`src/rtl/seg_chk_pkg.sv`:
```
package seg_chk_pkg;
  localparam int unsigned VA_W  = 32;
  localparam int unsigned TOP_W = 3;   // address bits that select a segment

  typedef enum logic [1:0] {
    MODE_KERN = 2'd0,
    MODE_SUPV = 2'd1,
    MODE_USER = 2'd2,
    MODE_RSVD = 2'd3
  } mode_e;

  typedef struct packed {
    logic            unmapped;
    logic            mapped;
    logic            flt_ld;
    logic            flt_st;
    logic            cached;
    logic [VA_W-1:0] paddr;
    logic [VA_W-1:0] tlb_va;
  } seg_res_t;
endpackage

```
`src/rtl/seg_mode_resolve.sv`:
```
module seg_mode_resolve
  import seg_chk_pkg::*;
(
  input  logic [1:0] ksu_i,
  input  logic       erl_i,
  input  logic       exl_i,
  output mode_e      eff_mode_o
);
  always_comb begin
    if (erl_i || exl_i) eff_mode_o = MODE_KERN;
    else begin
      unique case (ksu_i)
        2'd1:    eff_mode_o = MODE_SUPV;
        2'd2:    eff_mode_o = MODE_USER;
        default: eff_mode_o = MODE_KERN;  // reserved value folds to kernel
      endcase
    end
  end
endmodule

```
`src/rtl/seg_window_decode.sv`:
```
module seg_window_decode
  import seg_chk_pkg::*;
(
  input  logic            valid_i,
  input  logic [VA_W-1:0] vaddr_i,
  input  logic            is_store_i,
  input  mode_e           mode_i,
  output seg_res_t        res_o
);
  localparam int unsigned OFS_W = VA_W - TOP_W;

  logic [TOP_W-1:0] top;
  logic             kwin;
  logic             ok;
  logic             flt;

  assign top  = vaddr_i[VA_W-1 -: TOP_W];
  // both direct kernel windows share the 10x prefix
  assign kwin = (mode_i == MODE_KERN) && (top[TOP_W-1 -: 2] == 2'b10);

  always_comb begin
    unique case (mode_i)
      MODE_SUPV: ok = (top == 3'b000) || (top == 3'b110);
      MODE_USER: ok = !vaddr_i[VA_W-1];
      default:   ok = 1'b1;
    endcase
  end

  assign flt = valid_i && !ok;

  always_comb begin
    res_o          = '0;
    res_o.unmapped = valid_i && kwin;
    res_o.mapped   = valid_i && ok && !kwin;
    res_o.flt_ld   = flt && !is_store_i;
    res_o.flt_st   = flt && is_store_i;
    if (res_o.unmapped) begin
      res_o.cached = !vaddr_i[OFS_W];
      res_o.paddr  = {{TOP_W{1'b0}}, vaddr_i[OFS_W-1:0]};
    end
    if (res_o.mapped) res_o.tlb_va = vaddr_i;
  end
endmodule

```
`src/rtl/seg_out_stage.sv`:
```
module seg_out_stage
  import seg_chk_pkg::*;
#(
  parameter bit REG_OUT = 1'b1
) (
  input  logic     clk_i,
  input  logic     rst_ni,
  input  seg_res_t d_i,
  output seg_res_t q_o
);
  if (REG_OUT) begin : g_reg
    seg_res_t q;
    always_ff @(posedge clk_i or negedge rst_ni) begin
      if (!rst_ni) q <= '0;
      else         q <= d_i;
    end
    assign q_o = q;
  end else begin : g_comb
    assign q_o = rst_ni ? d_i : '0;
  end
endmodule

```
`src/rtl/seg_addr_check.sv`:
```
module seg_addr_check
  import seg_chk_pkg::*;
#(
  parameter bit REG_OUT = 1'b1
) (
  input  logic            clk_i,
  input  logic            rst_ni,
  input  logic            req_valid_i,
  input  logic [VA_W-1:0] vaddr_i,
  input  logic            is_store_i,
  input  logic [1:0]      ksu_i,
  input  logic            erl_i,
  input  logic            exl_i,
  output logic            unmapped_o,
  output logic            mapped_o,
  output logic            fault_o,
  output logic            fault_load_o,
  output logic            fault_store_o,
  output logic            cached_o,
  output logic [VA_W-1:0] paddr_o,
  output logic [VA_W-1:0] tlb_vaddr_o
);
  mode_e    eff_mode;
  seg_res_t res_d;
  seg_res_t res_q;

  seg_mode_resolve u_mode (
    .ksu_i      (ksu_i),
    .erl_i      (erl_i),
    .exl_i      (exl_i),
    .eff_mode_o (eff_mode)
  );

  seg_window_decode u_dec (
    .valid_i    (req_valid_i),
    .vaddr_i    (vaddr_i),
    .is_store_i (is_store_i),
    .mode_i     (eff_mode),
    .res_o      (res_d)
  );

  seg_out_stage #(.REG_OUT(REG_OUT)) u_out (
    .clk_i  (clk_i),
    .rst_ni (rst_ni),
    .d_i    (res_d),
    .q_o    (res_q)
  );

  assign unmapped_o    = res_q.unmapped;
  assign mapped_o      = res_q.mapped;
  assign fault_load_o  = res_q.flt_ld;
  assign fault_store_o = res_q.flt_st;
  assign fault_o       = res_q.flt_ld | res_q.flt_st;
  assign cached_o      = res_q.cached;
  assign paddr_o       = res_q.paddr;
  assign tlb_vaddr_o   = res_q.tlb_va;
endmodule

```
`config.mk`:
```
export PLATFORM = sky130hd
export DESIGN_NAME = seg_addr_check
export DESIGN_NICKNAME = d
export VERILOG_FILES = /design/src/rtl/seg_chk_pkg.sv /design/src/rtl/seg_mode_resolve.sv /design/src/rtl/seg_window_decode.sv /design/src/rtl/seg_out_stage.sv /design/src/rtl/seg_addr_check.sv
export SDC_FILE = /design/constraint.sdc
export NUM_CORES = 1
export LEC_CHECK = 0
export BUFFER_PORTS_ARGS = -buffer_cell sky130_fd_sc_hd__buf_2
export CAP_MARGIN = 20
export CORE_ASPECT_RATIO = 2
export CORE_MARGIN = 3
export CORE_UTILIZATION = 41
export DETAILED_ROUTE_END_ITERATION = 6
export PLACE_DENSITY_LB_ADDON = 0.3
export SYNTH_ARGS = -nofsm -noshare
export SYNTH_HDL_FRONTEND = slang
export SYNTH_SLANG_ARGS = --single-unit
```
`constraint.sdc`:
```
create_clock -name clk_i -period 0.8 [get_ports clk_i]
set_clock_uncertainty 0.2 [all_clocks]
set_input_delay 0.04 -clock clk_i [delete_from_list [all_inputs] [get_ports clk_i]]
set_output_delay 0.04 -clock clk_i [all_outputs]
set_load 0.03 [all_outputs]
```
Yosys cells after proc, flatten, opt, wreduce, memory -nomap -nowiden:

Cells that the tools add are included.

* output and inout port bits: 70
* bits in registers: 69
* bits of input ports: 40
* logic and storage cells: 35

* equal/unequal tests: 6
* multiplexer cells: 5
* reduce and logical (&&, ||, !) cells: 16
* bitwise gates (word level): 1

Operator list (number)
* $mux 33: 1
* $mux 32: 1
* $logic_and 1x1->1: 7
* $eq 2x2->1 const B: 3
* $logic_not 1->1: 5
* $eq 2x1->1 const B: 2
* $pmux 2 s2: 1
* $eq 3x3->1 const B: 1
* $logic_not 3->1: 1
* $logic_not 2->1: 1
* $logic_or 1x1->1: 2
* $mux 2: 1
* $pmux 1 s2: 1
* $or 1x1->1: 1

Logic depth before layout (Yosys ltp):

Gate-level depths: netlist of run 1.

* word-level depth: 8
* gate-level depth with buffers: 8

Cells and area by module:

Synthesis of run 1 repeated with hierarchy kept, for this count alone.

* cell total of the unflattened synthesis: 168
* area, all modules: 2413.6 um^2

Modules (own cells, without submodules)
* seg_out_stage: sequential area each 1726.7 um^2, cells each 69, times used 1, area each 1726.7 um^2
* seg_window_decode: sequential area each 0.0 um^2, cells each 96, times used 1, area each 663.1 um^2
* seg_mode_resolve: sequential area each 0.0 um^2, cells each 2, times used 1, area each 17.5 um^2
* seg_addr_check: sequential area each 0.0 um^2, cells each 1, times used 1, area each 6.3 um^2

Least setup slack after synthesis of run 1:

No wires, ideal clock.

* kind: in2reg
* start: input port exl_i
* end: register u_out.g_reg.q, in the netlist u_out.q_o[30]
* data required time: 480 ps
* path buffers: 0
* stages: 6
* arrival: 1399 ps
* setup time: 120 ps
* path slack: -918 ps
* cell sequence: nor2_1 -> nand3b_1 -> ha_1 -> and4b_1 -> or4_4 -> and3_1

RTL lines
* from (decl): line seg_addr_check.sv:13 `input logic exl_i,`
* to (signal assigned): line seg_out_stage.sv:15 `else q <= d_i;`
* to (decl): line seg_out_stage.sv:12 `seg_res_t q;`

==> flow_metrics.tcl, run 1 <==
set metrics [dict create \
    first_iter_violations 60 \
    slew_viol_final 0 \
    pre_cts_ws_ns -1.05 \
    cp_cell_sequence "buf_6, nor2_4, nand3b_1, ha_2, and4b_1, o41ai_4, buf_12, nor3b_1" \
    floorplan.initialDensity_pct 42.8 \
    yosys_warnings 0 \
    hpwlAfterDp_um 3630 \
    area_growth_pct 63.7 \
    timing_hold_violations_final 63 \
    critical_path.max_stage_delay_ns 0.38 \
    layout-drive-gt1-share_pct 50.5 \
    status "finished, violations left" \
    via_per_inst 5.11 \
    cts-buffers-inserted 9 \
    grt.total_usage_pct 20.1 \
    fin_crit_sh_pct 189 \
    dieArea_um2 6700 \
    syn_area_um2 2340 \
    grt_pass1_wl_um 9790 \
    critical_path_class "input pin to flop" \
    largest_register_ffs 66 \
    fmaxAchievable_mhz 660 \
    clk_path_buf_depth 2 \
    cts.sinks 66 \
    num_rows 38 \
    rsz0062_at_grt "yes" \
    avgSynthCellArea_um2 14.1 \
    layout_commonest_cell "buf_6" \
    grt_max_degree 67 \
    core-area_um2 5470 \
    clk_pin_slew_ns 0.06 \
    holdBufCountCts 2 \
    antenna_found_initial 0 \
    cp-start-kind "input pin" \
    cts_max_level 3 \
    crit_path_top_delay_cell "o41ai_4" \
    routed_wl_um 6180 \
    wl_per_cell_um 17.5 \
    cts_root_buffer "clkbuf_8" \
    fin_util_pct 70.1 \
    grt_overflow_total 0 \
    drc 0 \
    num_vias 1805 \
    finalSetupViolCount 133 \
    violations "hold timing, setup timing" \
    io_buffers 106 \
    gp_congestion 0.744 \
    seq_area_frac_synth_pct 70.6 \
    pwr_density_cell_nw_per_um2 1970 \
    worstHoldPathType "input pin to flop" \
    cts_tree "yes" \
    n_antenna_cell 0 \
    period_needed_ns 1.51 \
    io_pins 110 \
    crit_arrival_ns 1.51 \
    p_leak_uw 0.00202 \
    layout_common_cells "buf_6 (70), dfrtp_1 (64), buf_2 (37), nor3b_1 (31), and3_1 (29)" \
    maxCapViolCount 0 \
    ys_ff_latch 66 \
    crit_path_end_kind "flop" \
    vdd_drop_max_v 0.00240 \
    grt_pass1_vias 1972 \
    die_w_um 59.4 \
    finalSetupTns_ns -58.11 \
    drt-pass1-iter-count 4 \
    synth_cell_type_count 21 \
    postSynthCellCount 166 \
    crit_fanout 32 \
    critPathRequiredTime_ns 0.79 \
    whs_ns -0.304 \
    dieHeight_um 113 \
    ant_nets 0 \
    fin_nets 331 \
    setup_slack_ns -0.714 \
]
[kinds of logic after synthesis]
family | synth area share (%)
AND/OR/NAND/NOR | 22.8
flip-flops | 70.6
buffers and inverters | 3.69
adder cells (fa/ha/maj) | 1.60
AO/OA/AOI/OAI | 1.18
other | 0.160
[cell usage after synthesis]
cell type  number  share of area (%)
conb_1          1               0.16
buf_4           3               0.96
inv_1           3               0.48
nand2_1         1               0.16
and3_1         30                8.0
and3b_1         1               0.37
nand3b_1        2               0.64
nor3b_1        31                9.9
or4_4           1               0.48
or2_2           1               0.27
nor4b_2         1               0.64
buf_2           3               0.64
clkbuf_1       10                1.6
and4b_1         1               0.43
dfrtp_1        66                 71
nor2b_1         2               0.53
and2_1          1               0.27
o41ai_4         1                1.2
nor3b_2         1               0.53
ha_1            3                1.6
nor2_1          3               0.48
[worst paths after layout]
path / from / to / slack, ns / cells after the start
max: exl_i / u_out.q_o[17] / -0.71 / 8
min: is_store_i / u_out.q_o[66] / -0.30 / 2
max in group asynchronous: rst_ni / u_out.q_o[65] / 0.07 / 3
min in group asynchronous: rst_ni / u_out.q_o[15] / 0.06 / 3
[stage by stage]
stage / cell area (µm²) / cells / power (µW) / hold slack (ns)
finish: 3830 / 353 / 7560 / -0.304
global route: 3830 / 353 / 7870 / -0.316
CTS: 3810 / 352 / 7590 / -0.325
detailed placement: 3020 / 328 / 4560 / -0.124
global placement: 3020 / 328 / 4550 / -0.122
floorplan: 2400 / 168 / 4150 / -0.456
[power breakdown]
group	switching, µW	total (µW)	internal (µW)	leakage (µW)
logic	685	1280	593	0.00103
registers	72.0	3550	3480	0.000886
clock network	1120	2730	1610	0.000101
[critical path, delay by kind of cell]
kind | cells | cell delay, ns
and+or+nand+nor | 4 | 0.54
AOI/OAI and AO/OA | 1 | 0.38
buffers and inverters | 2 | 0.34
adders and majority gates | 1 | 0.22
[metal layers]
layer	routed length (µm)	global-route usage, %	vias to the layer above
li1	-	-	803
met1	2060	21.0	895
met2	3470	34.7	93
met3	463	5.82	14
met4	178	10.6	0
met5	0	0	-
[final cells by class]
cell class | instances | area, µm²
flip-flops and latches | 66 | 1650
clock inverters | 2 | 35.0
clock buffers | 14 | 163
repair buffers | 125 | 1250
fillers | 383 | 1640
inverters | 3 | 11.3
multi-input cells | 83 | 639
well taps | 60 | 75.1
[what timing repair did]
action | 4_1_cts | 5_1_grt
gates cloned | 4 | 0
pin swaps | 3 | 1
buffers inserted | 2 | 1
endpoints found under the setup margin | 133 | 133
endpoints found under the hold margin | 131 | 63
resized for setup | 140 | 2
No activity file was read; power rests on OpenSTA's default activity.
==> run 2, diff against run 1 <==
Settings changed: CORE_UTILIZATION 41 to 43, CTS_BUF_LIST set to sky130_fd_sc_hd__clkbuf_2 sky130_fd_sc_hd__clkbuf_4 sky130_fd_sc_hd__clkbuf_8.
==> flow_metrics.tcl, run 2 (synthesis results as in run 1) <==
set metrics [dict create \
    status "finished, violations left" \
    violations "hold timing, setup timing" \
    p_leak_uw 0.00217 \
    ant_nets 0 \
    wl_per_cell_um 18.3 \
    num_rows 37 \
    crit_path_end_kind "flop" \
    timing_hold_violations_final 51 \
    rsz0062_at_grt "yes" \
    cp-start-kind "input pin" \
    critical_path_class "input pin to flop" \
    p_seq_share_pct 45.3 \
    grt_overflow_total 0 \
    layout_common_cells "buf_6 (73), dfrtp_1 (64), buf_2 (37), and3_1 (30), nor3b_2 (17)" \
    p_sw_share_pct 24.7 \
    dieArea_um2 6420 \
    fin_util_pct 80.6 \
    grt.total_usage_pct 20.7 \
    grt_pass1_wl_um 9690 \
    floorplan.initialDensity_pct 45.1 \
    crit_arrival_ns 1.56 \
    hpwlAfterDp_um 3840 \
    design_area_um2 4180 \
    pwr-share-comb_pct 18.8 \
    fin_crit_sh_pct 194 \
    die_w_um 58.2 \
    fin_nets 347 \
    detailed_place.area_um2 3020 \
    n_antenna_cell 0 \
    num_vias 1867 \
    clockPowerShare_pct 36.0 \
    cts_tree "yes" \
    period_needed_ns 1.55 \
    core-area_um2 5180 \
    layout_commonest_cell "buf_6" \
    drc 0 \
    fmaxAchievable_mhz 646 \
    finalSetupViolCount 133 \
    io_pins 110 \
    clk_pin_slew_ns 0.06 \
    cts_max_level 3 \
    finalSetupTns_ns -57.28 \
    worstHoldPathType "input pin to flop" \
    whs_ns -0.312 \
    critPathRequiredTime_ns 0.82 \
    gp_congestion 0.758 \
    grt_pass1_vias 1973 \
    via_per_inst 5.09 \
    cts_root_buffer "clkbuf_8" \
    clk_path_buf_depth 2 \
    slew_viol_final 0 \
    drt-pass1-iter-count 4 \
    grt_max_degree 43 \
    first_iter_violations 74 \
    pre_cts_ws_ns -1.09 \
    cts.sinks 66 \
    routed_wl_um 6730 \
    vdd_drop_max_v 0.00260 \
    internal_power_uw 5910 \
    holdBufCountCts 8 \
    setup_slack_ns -0.748 \
    pwr_density_cell_nw_per_um2 1880 \
    area_growth_pct 78.7 \
    maxCapViolCount 0 \
    p_sw_uw 1940 \
    dieHeight_um 110 \
    crit_fanout 6 \
    antenna_found_initial 0 \
    io_buffers 106 \
    layout-drive-gt1-share_pct 58.9 \
    largest_register_ffs 66 \
    cts-buffers-inserted 9 \
]
-- run 2: changes by cell type in the layout (fill, tap and decap cells not counted), sizes merged --
cell	previous run	this run
buf	121	130
bufbuf	2	1
clkbuf	14	16
dlygate4sd3	2	8
-- run 2: what timing repair did --
item                       in CTS  in global routing
hold endpoints to repair      131                 52
setup buffers                   4                  3
cloned                          4                  2
setup endpoints to repair     133                133
pin swaps                       4                 20
gates resized for setup       151                 33
-- run 2: area by class of cell --
type	instances	area, µm²
inverter	3	11.3
timing repair buffer	141	1460
multi-input combinational	83	777
clock inverter	2	35.0
tap	58	72.6
clock buffer	14	174
fill	283	1000
sequential	66	1650
-- run 2: path summary, 6_finish.rpt --
path	startpoint	end	slack, ns	depth (start not counted)
min in group asynchronous	rst_ni	u_out.q_o[67]	0.03	3
worst min-delay path	is_store_i	u_out.q_o[66]	-0.31	2
worst max-delay path	erl_i	u_out.q_o[22]	-0.75	10
max in group asynchronous	rst_ni	u_out.q_o[65]	0.08	3
-- run 2: metal layers --
| metal | share of wire, % | up-vias | global-route usage [%] | wire length (µm) |
|---|---|---|---|---|
| li1 | - | 837 | - | - |
| met1 | 34 | 928 | 21.3 | 2300 |
| met4 | 3.1 | 0 | 11.3 | 208 |
| met3 | 6.1 | 15 | 5.59 | 410 |
| met2 | 57 | 87 | 37.1 | 3820 |
| met5 | 0 | - | 0 | 0 |
-- run 2: critical path: stages --
cell	delay, ns
buf_6	0.10
nor2_4	0.09
nand3b_1	0.13
buf_4	0.17
ha_4	0.14
nor2b_4	0.13
o41ai_4	0.35
buf_6	0.20
clkbuf_16	0.16
nor3b_1	0.05
-- run 2: stage by stage --
step	total power [µW]	instances
final	7850	367
after global routing	8200	367
after CTS	7780	362
after detailed placement	4560	330
after global placement	4540	330
after floorplan	4150	168
-- run 2: power groups by stage --
| stage | sequential [µW] | clock [µW] | combinational [µW] |
|---|---|---|---|
| CTS | 3550 | 2890 | 1340 |
| global route | 3560 | 3080 | 1560 |
| global placement | 3570 | 0 | 971 |
| floorplan | 3870 | 0 | 274 |
| finish | 3550 | 2820 | 1470 |
| detailed placement | 3580 | 0 | 984 |
==> run 3, diff against run 2 <==
Settings changed: CELL_PAD_IN_SITES_DETAIL_PLACEMENT set to 1, CELL_PAD_IN_SITES_GLOBAL_PLACEMENT set to 1, CORE_UTILIZATION 43 to 34, SYNTH_HIERARCHICAL set to 1, TNS_END_PERCENT set to 10.
==> flow_metrics.tcl, run 3 <==
set metrics [dict create \
    status "finished, violations left" \
    violations "hold timing, setup timing" \
    crit_path_end_kind "flop" \
    synth_edf_count 0 \
    routed_wl_um 7480 \
    io_pins 110 \
    setup_slack_ns -0.892 \
    io_buffers 109 \
    fillers 681 \
    critical_path_class "input pin to flop" \
    finalSetupTns_ns -68.06 \
    p_leak_uw 0.00211 \
    critPathRequiredTime_ns 0.82 \
    whs_endpoint "u_out/q_o[43]" \
    finalPower_uw 7890 \
    dieHeight_um 125 \
    avgSynthCellArea_um2 14.4 \
    cts_root_buffer "clkbuf_8" \
    timing_hold_violations_final 31 \
    ys_top_cells_by_area "dfrtp_1 (72%), nor3b_1 (9.6%), and3_1 (7.8%), clkbuf_1 (1.6%), ha_1 (1.6%)" \
    seq_area_frac_synth_pct 71.5 \
    synthArstFlopShare_pct 100 \
    synth_top_area_share_pct 71.5 \
    dp.cells 365 \
    gp_congestion 0.722 \
    grt_overflow_total 0 \
    whs_ns -0.238 \
    first_iter_violations 81 \
    crit_fanout 18 \
    period_needed_ns 1.69 \
    die_w_um 65.6 \
    fin_util_pct 60.4 \
    hold_start "vaddr_i[11]" \
    cts_tree "yes" \
    drc 0 \
    fin_nets 357 \
    ant_nets 0 \
    postCtsSetupBuffers 0 \
    synth_cell_type_count 21 \
    grt_max_degree 54 \
    ys.flop_type "dfrtp_1" \
    postSynthCellCount 168 \
    grt_pass1_vias 2212 \
    slew_viol_final 0 \
    fmaxAchievable_mhz 591 \
    yosys_warnings 6 \
    vdd_drop_max_v 0.00138 \
    clk_path_buf_depth 2 \
    crit_arrival_ns 1.71 \
    num_rows 42 \
    hold_depth 2 \
    floorplan.initialDensity_pct 35.6 \
    grt_pass1_wl_um 11800 \
    synth_top_area_cell "dfrtp_1" \
    cp-start-kind "input pin" \
    cts_max_level 3 \
    antenna_found_initial 0 \
    layout_common_cells "buf_6 (72), dfrtp_1 (69), buf_2 (39), nor3b_1 (31), and3_1 (30)" \
    wl_per_cell_um 18.4 \
    largest_register_ffs 69 \
    drt-pass1-iter-count 6 \
    core-area_um2 6780 \
    clk_pin_slew_ns 0.08 \
    worstHoldPathType "input pin to flop" \
    layout-drive-gt1-share_pct 46.1 \
    area_growth_pct 69.6 \
    cts.sinks 69 \
    syn_area_um2 2410 \
    fin_crit_sh_pct 211 \
    yosysMostFrequentCell "dfrtp_1" \
    n_antenna_cell 0 \
    num_vias 1900 \
    ys_ff_latch 69 \
    pwr_density_cell_nw_per_um2 1930 \
    dieArea_um2 8210 \
    finalSetupViolCount 136 \
    hpwlAfterDp_um 4560 \
    final_cells 407 \
    yosys-top-cells-count "dfrtp_1 (69), nor3b_1 (31), and3_1 (30), clkbuf_1 (10)" \
    cts-buffers-inserted 9 \
    maxCapViolCount 0 \
    rsz0062_at_grt "yes" \
    layout_commonest_cell "buf_6" \
    grt.total_usage_pct 19.6 \
    via_per_inst 4.67 \
]
==> run 3: cell types whose count changed in the layout (fill, tap and decap cells not counted), sizes merged, moves of 2 or more <==
cell	delta
nand3b	-2
nor4b	+2
buf	-7
clkbuf	-4
dfrtp	+3
dlygate4sd3	+18
==> run 3: power breakdown <==
group / switching, µW / internal, µW
Clock: 1270 / 1590
Sequential: 74.2 / 3630
Combinational: 721 / 608
==> run 3: area by class of cell <==
class | count | area, µm² | share of cell area [%]
clock buffer | 12 | 153 | 3.73
clock inverter | 4 | 47.5 | 1.16
inverter | 3 | 11.3 | 0.275
multi-input combinational | 82 | 651 | 15.9
sequential | 69 | 1730 | 42.2
tap | 88 | 110 | 2.69
timing repair buffer | 149 | 1390 | 34.1
==> run 3: metrics by stage <==
stage          area (µm²)  hold WS, ns  setup WS [ns]
2_1_floorplan        2450       -0.456         -0.984
4_1_cts              4070       -0.251         -0.864
3_3_place_gp         3170       -0.154          -1.18
3_5_place_dp         3170       -0.141          -1.25
6_report             4090       -0.238         -0.892
5_1_grt              4090       -0.241         -0.968
==> run 3: repair_timing <==
action                                  in CTS  in global routing
endpoints found under the setup margin     136                136
hold buffers                                25                  1
resized for setup                          142                  2
pin swaps                                    1                  2
endpoints found under the hold margin      135                 29
==> run 3: worst max-delay path: stages <==
cell and delay (ns):
buf_2 0.12, nor4b_4 0.30, inv_1 0.10, ha_2 0.19, and4b_1 0.23, o41ai_4 0.40
buf_6 0.24, nor3b_1 0.09
==> run 3: kinds of logic (layout without fill, tap and decap cells) <==
| logic type | Yosys count | count (layout) | synth area share, % |
|---|---|---|---|
| DFF | 69 | 69 | 71.5 |
| buffers and inverters | 19 | 168 | 3.58 |
| AOI/OAI and AO/OA | 1 | 1 | 1.14 |
| and+or+nand+nor | 75 | 75 | 22.0 |
| adders and majority gates | 3 | 3 | 1.56 |
| other | 1 | 3 | 0.155 |
==> run 3: how the worst max path moves through the flow <==
stage          startpoint       endpoint  slack (ns)  cells after the start
4_1_cts          ksu_i[0]   u_out/q_o[8]       -0.86                      8
3_5_place_dp     ksu_i[0]   u_out/q_o[8]       -1.25                      8
5_1_grt          ksu_i[0]   u_out/q_o[8]       -0.97                      8
3_3_place_gp     ksu_i[0]  u_out/q_o[30]       -1.18                      7
6_report         ksu_i[0]  u_out/q_o[16]       -0.89                      8
2_1_floorplan    ksu_i[0]  u_out/q_o[30]       -0.98                      6
==> run 3: routing by layer <==
layer | vias up | part of all wire (%) | wire (µm) | track usage [%]
met5 | - | 0 | 0 | 0
met4 | 0 | 1.3 | 99 | 6.23
li1 | 860 | - | - | -
met1 | 952 | 35 | 2580 | 19.0
met2 | 78 | 58 | 4320 | 36.9
met3 | 10 | 6.4 | 479 | 6.82
